File: src/rtl/asram_pkg.sv
package asram_pkg;

  typedef enum logic [2:0] {
    ST_IDLE,
    ST_WSETUP,
    ST_WPULSE,
    ST_WHOLD,
    ST_RACCESS,
    ST_DONE
  } asram_state_e;

  function automatic int unsigned ns_to_cycles(input int unsigned t_ns,
                                               input int unsigned clk_ns);
    int unsigned c;
    c = (t_ns + clk_ns - 1) / clk_ns;
    return (c == 0) ? 1 : c;
  endfunction

  function automatic int unsigned umax(input int unsigned a, input int unsigned b);
    return (a > b) ? a : b;
  endfunction

endpackage

File: src/rtl/asram_phase_timer.sv
module asram_phase_timer #(
  parameter int CNT_W = 4
) (
  input  logic             clk,
  input  logic             rst,
  input  logic             load,
  input  logic [CNT_W-1:0] load_val,
  output logic             expired
);

  logic [CNT_W-1:0] cnt_q;

  always_ff @(posedge clk) begin
    if (rst) begin
      cnt_q <= '0;
    end else if (load) begin
      cnt_q <= load_val;
    end else if (cnt_q != '0) begin
      cnt_q <= cnt_q - 1'b1;
    end
  end

  assign expired = (cnt_q == '0);

endmodule

File: src/rtl/asram_fsm.sv
module asram_fsm
  import asram_pkg::*;
#(
  parameter int unsigned SU_CYC   = 1,
  parameter int unsigned WP_CYC   = 4,
  parameter int unsigned HOLD_CYC = 1,
  parameter int unsigned RD_CYC   = 6,
  parameter int          CNT_W    = 4
) (
  input  logic             clk,
  input  logic             rst,
  input  logic             req_valid,
  input  logic             req_write,
  input  logic             expired,
  output logic             load,
  output logic [CNT_W-1:0] load_val,
  output logic             accept,
  output logic             capture,
  output logic             cs_n,
  output logic             og_n,
  output logic             ws_n,
  output logic             dq_oe,
  output logic             done
);

  asram_state_e state_q, nxt;

  always_comb begin
    nxt      = state_q;
    load     = 1'b0;
    load_val = '0;
    accept   = 1'b0;
    capture  = 1'b0;
    unique case (state_q)
      ST_IDLE: begin
        if (req_valid) begin
          accept = 1'b1;
          load   = 1'b1;
          if (req_write) begin
            nxt      = ST_WSETUP;
            load_val = CNT_W'(SU_CYC - 1);
          end else begin
            nxt      = ST_RACCESS;
            load_val = CNT_W'(RD_CYC - 1);
          end
        end
      end
      ST_WSETUP: begin
        if (expired) begin
          nxt      = ST_WPULSE;
          load     = 1'b1;
          load_val = CNT_W'(WP_CYC - 1);
        end
      end
      ST_WPULSE: begin
        if (expired) begin
          nxt      = ST_WHOLD;
          load     = 1'b1;
          load_val = CNT_W'(HOLD_CYC - 1);
        end
      end
      ST_WHOLD: begin
        if (expired) nxt = ST_DONE;
      end
      ST_RACCESS: begin
        if (expired) begin
          nxt     = ST_DONE;
          capture = 1'b1;
        end
      end
      ST_DONE: nxt = ST_IDLE;
      default: nxt = ST_IDLE;
    endcase
  end

  always_ff @(posedge clk) begin
    if (rst) begin
      state_q <= ST_IDLE;
      cs_n    <= 1'b1;
      og_n    <= 1'b1;
      ws_n    <= 1'b1;
      dq_oe   <= 1'b0;
      done    <= 1'b0;
    end else begin
      state_q <= nxt;
      cs_n    <= (nxt == ST_IDLE) || (nxt == ST_DONE);
      og_n    <= (nxt != ST_RACCESS);
      ws_n    <= (nxt != ST_WPULSE);
      dq_oe   <= (nxt == ST_WPULSE) || (nxt == ST_WHOLD);
      done    <= (nxt == ST_DONE);
    end
  end

  assert_oe_steady_R5: assert property (@(posedge clk) disable iff (rst)
    (!cs_n && $past(!cs_n)) |-> $stable(og_n));

  assert_we_high_read_R6: assert property (@(posedge clk) disable iff (rst)
    (!og_n) |-> ws_n);

  assert_bus_safe_R7: assert property (@(posedge clk) disable iff (rst)
    dq_oe |-> (og_n && !cs_n));

  assert_done_single_R2: assert property (@(posedge clk) disable iff (rst)
    done |=> !done);

  assert_busy_ignored_R9: assert property (@(posedge clk) disable iff (rst)
    (state_q == ST_DONE) |=> (state_q == ST_IDLE));

  assert_reset_rest_R1: assert property (@(posedge clk)
    rst |=> (cs_n && og_n && ws_n && !dq_oe && !done));

endmodule

File: src/rtl/asram_datapath.sv
module asram_datapath #(
  parameter int ADDR_W = 15,
  parameter int DATA_W = 8
) (
  input  logic              clk,
  input  logic              rst,
  input  logic              accept,
  input  logic              capture,
  input  logic [ADDR_W-1:0] req_addr,
  input  logic [DATA_W-1:0] req_wdata,
  input  logic [DATA_W-1:0] dq_in,
  input  logic              cs_n,
  output logic [ADDR_W-1:0] addr,
  output logic [DATA_W-1:0] dq_out,
  output logic [DATA_W-1:0] rd_data
);

  always_ff @(posedge clk) begin
    if (rst) begin
      addr    <= '0;
      dq_out  <= '0;
      rd_data <= '0;
    end else begin
      if (accept) begin
        addr   <= req_addr;
        dq_out <= req_wdata;
      end
      if (capture) rd_data <= dq_in;
    end
  end

  assert_addr_steady_R8: assert property (@(posedge clk) disable iff (rst)
    (!cs_n && $past(!cs_n)) |-> $stable(addr));

endmodule

File: src/rtl/asram_sequencer.sv
module asram_sequencer
  import asram_pkg::*;
#(
  parameter int          ADDR_W        = 15,
  parameter int          DATA_W        = 8,
  parameter int unsigned CLK_PERIOD_NS = 10,
  parameter bit          SLOW_GRADE    = 1'b0
) (
  input  logic              clk,
  input  logic              rst,
  input  logic              req_valid,
  input  logic              req_write,
  input  logic [ADDR_W-1:0] req_addr,
  input  logic [DATA_W-1:0] req_wdata,
  output logic [DATA_W-1:0] rd_data,
  output logic              done,
  output logic              ram_cs_n,
  output logic              ram_og_n,
  output logic              ram_ws_n,
  output logic [ADDR_W-1:0] ram_addr,
  output logic [DATA_W-1:0] ram_dq_out,
  output logic              ram_dq_oe,
  input  logic [DATA_W-1:0] ram_dq_in
);

  localparam int unsigned T_CYCLE = SLOW_GRADE ? 70 : 55;
  localparam int unsigned T_PULSE = SLOW_GRADE ? 50 : 40;
  localparam int unsigned T_DSU   = SLOW_GRADE ? 30 : 25;
  localparam int unsigned T_ACC   = SLOW_GRADE ? 70 : 55;
  localparam int unsigned T_OGACC = SLOW_GRADE ? 35 : 30;
  localparam int unsigned T_ASU   = 0;

  localparam int unsigned SU_CYC  = ns_to_cycles(T_ASU, CLK_PERIOD_NS);
  localparam int unsigned WP_CYC  = ns_to_cycles(umax(T_PULSE, T_DSU), CLK_PERIOD_NS);
  localparam int unsigned WC_CYC  = ns_to_cycles(T_CYCLE, CLK_PERIOD_NS);
  localparam int unsigned HOLD_CYC = (WC_CYC > SU_CYC + WP_CYC + 1) ?
                                     (WC_CYC - SU_CYC - WP_CYC) : 1;
  localparam int unsigned RD_CYC  = ns_to_cycles(umax(umax(T_ACC, T_OGACC), T_CYCLE),
                                                 CLK_PERIOD_NS);
  localparam int unsigned MAX_CYC = umax(umax(SU_CYC, WP_CYC), umax(HOLD_CYC, RD_CYC));
  localparam int          CNT_W   = $clog2(MAX_CYC + 1);

  logic             load, expired, accept, capture;
  logic [CNT_W-1:0] load_val;

  asram_phase_timer #(.CNT_W(CNT_W)) u_timer (
    .clk      (clk),
    .rst      (rst),
    .load     (load),
    .load_val (load_val),
    .expired  (expired)
  );

  asram_fsm #(
    .SU_CYC   (SU_CYC),
    .WP_CYC   (WP_CYC),
    .HOLD_CYC (HOLD_CYC),
    .RD_CYC   (RD_CYC),
    .CNT_W    (CNT_W)
  ) u_fsm (
    .clk       (clk),
    .rst       (rst),
    .req_valid (req_valid),
    .req_write (req_write),
    .expired   (expired),
    .load      (load),
    .load_val  (load_val),
    .accept    (accept),
    .capture   (capture),
    .cs_n      (ram_cs_n),
    .og_n      (ram_og_n),
    .ws_n      (ram_ws_n),
    .dq_oe     (ram_dq_oe),
    .done      (done)
  );

  asram_datapath #(.ADDR_W(ADDR_W), .DATA_W(DATA_W)) u_dp (
    .clk       (clk),
    .rst       (rst),
    .accept    (accept),
    .capture   (capture),
    .req_addr  (req_addr),
    .req_wdata (req_wdata),
    .dq_in     (ram_dq_in),
    .cs_n      (ram_cs_n),
    .addr      (ram_addr),
    .dq_out    (ram_dq_out),
    .rd_data   (rd_data)
  );

  // Checker: length of each write-strobe low run, in cycles.
  logic [CNT_W:0] ws_low_len;

  always_ff @(posedge clk) begin
    if (rst)            ws_low_len <= '0;
    else if (!ram_ws_n) ws_low_len <= ws_low_len + 1'b1;
    else                ws_low_len <= '0;
  end

  assert_pulse_width_R3: assert property (@(posedge clk) disable iff (rst)
    $rose(ram_ws_n) |-> (ws_low_len == (CNT_W+1)'(WP_CYC)));

  assert_rd_update_R4: assert property (@(posedge clk) disable iff (rst)
    (rd_data != $past(rd_data)) |-> done);

endmodule

File: config.mk
export PLATFORM = sky130hd
export DESIGN_NAME = asram_sequencer
export DESIGN_NICKNAME = d
export VERILOG_FILES = /design/src/rtl/asram_pkg.sv /design/src/rtl/asram_phase_timer.sv /design/src/rtl/asram_fsm.sv /design/src/rtl/asram_datapath.sv /design/src/rtl/asram_sequencer.sv
export SDC_FILE = /design/constraint.sdc
export NUM_CORES = 1
export LEC_CHECK = 0
export BUFFER_PORTS_ARGS = -buffer_cell sky130_fd_sc_hd__buf_2
export CORE_UTILIZATION = 45
export DETAILED_ROUTE_END_ITERATION = 10
export PLACE_DENSITY = 0.75
export SLEW_MARGIN = 15
export SYNTH_ARGS = -nofsm -noshare
export SYNTH_HDL_FRONTEND = slang
export SYNTH_HIERARCHICAL = 1
export SYNTH_SLANG_ARGS = --single-unit
File: constraint.sdc
create_clock -name clk -period 3.5 [get_ports clk]
set_clock_uncertainty 0.1 [all_clocks]
set_input_delay 0.7 -clock clk [delete_from_list [all_inputs] [get_ports clk]]
set_output_delay 0.7 -clock clk [all_outputs]
set_load 0.005 [all_outputs]
==> metrics.txt <==
met3 usage=0.0669; Tmin final=2210 ps; Hold Path Depth=2; die area=0.00417 mm2; Avg Inst Size Synth=10.2 um2; met1 usage=0.191; Post-synth top flop=dfxtp_1; fin cells=289; drt pass-1 iters=5; area grow syn2layout=26.1%; Die Y-Extent=64.6 um; DRT iter0 DRCs=102; HP Class=flop to flop; Crit Reg-Reg Startpoint=u_timer/cnt_q[0]; CTS Hold Buffers Added=0; synthesized area=0.00176 mm2; pin count of the biggest net entering global routing=42; sum of negative setup slack=0 ps; met2 usage=0.295; leak pwr=1.08 nW; DR vias/cell=4.84; diodes inserted=0; RR Endpoint=u_timer/cnt_q[0]; share of layout cells above drive strength 1=0.349; startpoint types=flop; Net count, final=277; yosys warns=6; worst vdd ir=0.000401 V; post-route ant nets=0; maxcap violations=0; Die W=64.6 um; global route hottest layer=met2; Starting Density=0.474; most frequent cells after synthesis=42 x dfxtp_1, 35 x nor2_1, 32 x mux2i_1; depth of the most critical reg-to-reg path=8; Synth area leaders=dfxtp_1 48%, mux2i_1 18%, nor2_1 7.5%, nor2b_1 2.5%, buf_12 2.3%; initial antenna violation count=0; placed cells=281; Final Max Slew Viols=0; flops & latches, synth=42; Pwr Total=1.59 mW; CTS tree=done; I/O pin total=71; post-DR wirelength/cell=11.6 um; WS Path Type=flop to flop; Overall Global Routing Usage=0.170; worst slew pin tran=723 ps; Hold Crit Start=u_dp/addr[2]; worst-skew pair later-pin latency=290 ps; Synth area leader=dfxtp_1; input/output buffers=70; H-tree levels=2; WHS Endpoint=u_dp/addr[2]; RSZ-0062 raised after global routing=false; post-CTS sizing=0; Worst Path Max Fanout=9; number of remaining DRC errors=0; power per cell area=716 mW/mm2; Syn Nets=210; final WL=3.36 mm; Final HPWL DP=2.35 mm; clk slew on worst S/H paths=80 ps; Unique masters post-synth=34; final core utilization=0.598; outcome=complete, no violations; CTS Sinks=42; part of the cycle the worst path needs=0.631; CTS max path bufs=2; Final GP Congestion=0.686; Site Rows=22; Num CTS Buffers=5; Core Footprint=0.00372 mm2; Synth async-reset ratio=0; fmax=0.453 GHz; hold slack final=391 ps; Post-Synthesis Cells=173; crit end category=flop; GR Overflow Total=0; Max-slew headroom=0.518; worst path required time=3570 ps; Post-CTS Setup Bufs=0; CP Data Arrival Time=2280 ps; number of global-route vias before repair=1269; r2r setup slk=1290 ps; post-synth top area share=0.477; final-report hold violation count=0; first-pass GRT wire length=5.54 mm; Final setup viols=0; number of synthesized flops with an enable pin=0; cell with the most instances after synthesis=dfxtp_1; via count=1400; Seq/Total Area, Yosys=0.477; clock root buffer=clkbuf_8
==> state kept, by name, indices dropped and copies added (netlist names) <==
signal and count:
u_fsm/og_n 1, u_dp/dq_out 8, u_fsm/ws_n 1, u_dp/rd_data 8, u_timer/cnt_q 3, u_fsm/done 1
u_fsm/state_q 3, u_fsm/cs_n 1, u_dp/addr 15, u_fsm/dq_oe 1
==> stage by stage <==
stage / setup slack [ps] / area [um2]
floorplan: 1440 / 1760
global placement: 1220 / 2080
finish: 1290 / 2220
global route: 1070 / 2220
detailed placement: 1160 / 2080
CTS: 1280 / 2220
==> cell usage in the layout (no fill, tap or decap), types with 2 or more instances in the layout <==
| master | instances |
|---|---|
| ha_1 | 2 |
| xor2_1 | 2 |
| dfxtp_1 | 42 |
| a22o_1 | 2 |
| clkbuf_8 | 6 |
| nor4b_1 | 2 |
| nor3_1 | 4 |
| nor2b_1 | 7 |
| a21oi_1 | 2 |
| mux2i_1 | 32 |
| bufinv_16 | 2 |
| nand2_1 | 3 |
| and3_1 | 2 |
| nor2_1 | 34 |
| buf_2 | 70 |
| inv_1 | 7 |
| a2111oi_1 | 2 |
| o21ai_0 | 4 |
==> final cells by class <==
cell class,instances,area (um2)
Clock buffer,6,82.6
Tap cell,48,60.1
Inverter,7,26.3
Multi-Input combinational cell,113,796
Sequential cell,42,841
Fill cell,334,1490
Timing Repair Buffer,71,358
Clock inverter,2,60.1
==> worst max path at each step <==
stage,cells after the start,startpoint,to
after floorplan,4,req_valid,u_timer/cnt_q[0]
final,8,u_timer/cnt_q[0],u_timer/cnt_q[0]
after global routing,8,u_timer/cnt_q[0],u_timer/cnt_q[0]
after global placement,5,req_valid,u_timer/cnt_q[1]
after detailed placement,5,req_valid,u_timer/cnt_q[0]
after CTS,8,u_timer/cnt_q[0],u_timer/cnt_q[0]
==> layer usage <==
layer  part of all wire  vias to the layer above
met1               0.45                      631
met3              0.069                        2
li1                   -                      720
met5                  0                        -
met4             0.0039                        0
met2               0.47                       47
==> cell families (layout without fill, tap and decap cells) <==
logic type	count (synthesis)	after routing	share of synthesized area
fa+ha+maj	2	2	0.0142
xor+xnor	2	2	0.00994
mux	32	32	0.182
buf+inv	18	86	0.0731
compound gates	16	16	0.0710
simple gates	61	61	0.173
flops	42	42	0.477
==> worst max-delay path, stage by stage (launching register included) <==
cell	delay, ps
dfxtp_1	330
inv_1	80
ha_1	210
nand2b_1	120
inv_1	220
nand2_1	80
a21oi_1	450
nor2b_1	110
a2111oi_1	390
==> power by group <==
part           internal, mW  leakage [nW]  switching, mW
Sequential            0.566         0.344         0.0693
Clock                 0.304        0.0714          0.157
Combinational         0.245         0.660          0.251
Total                  1.12          1.08          0.477
Note: power is estimated with default switching activity, not from simulation.
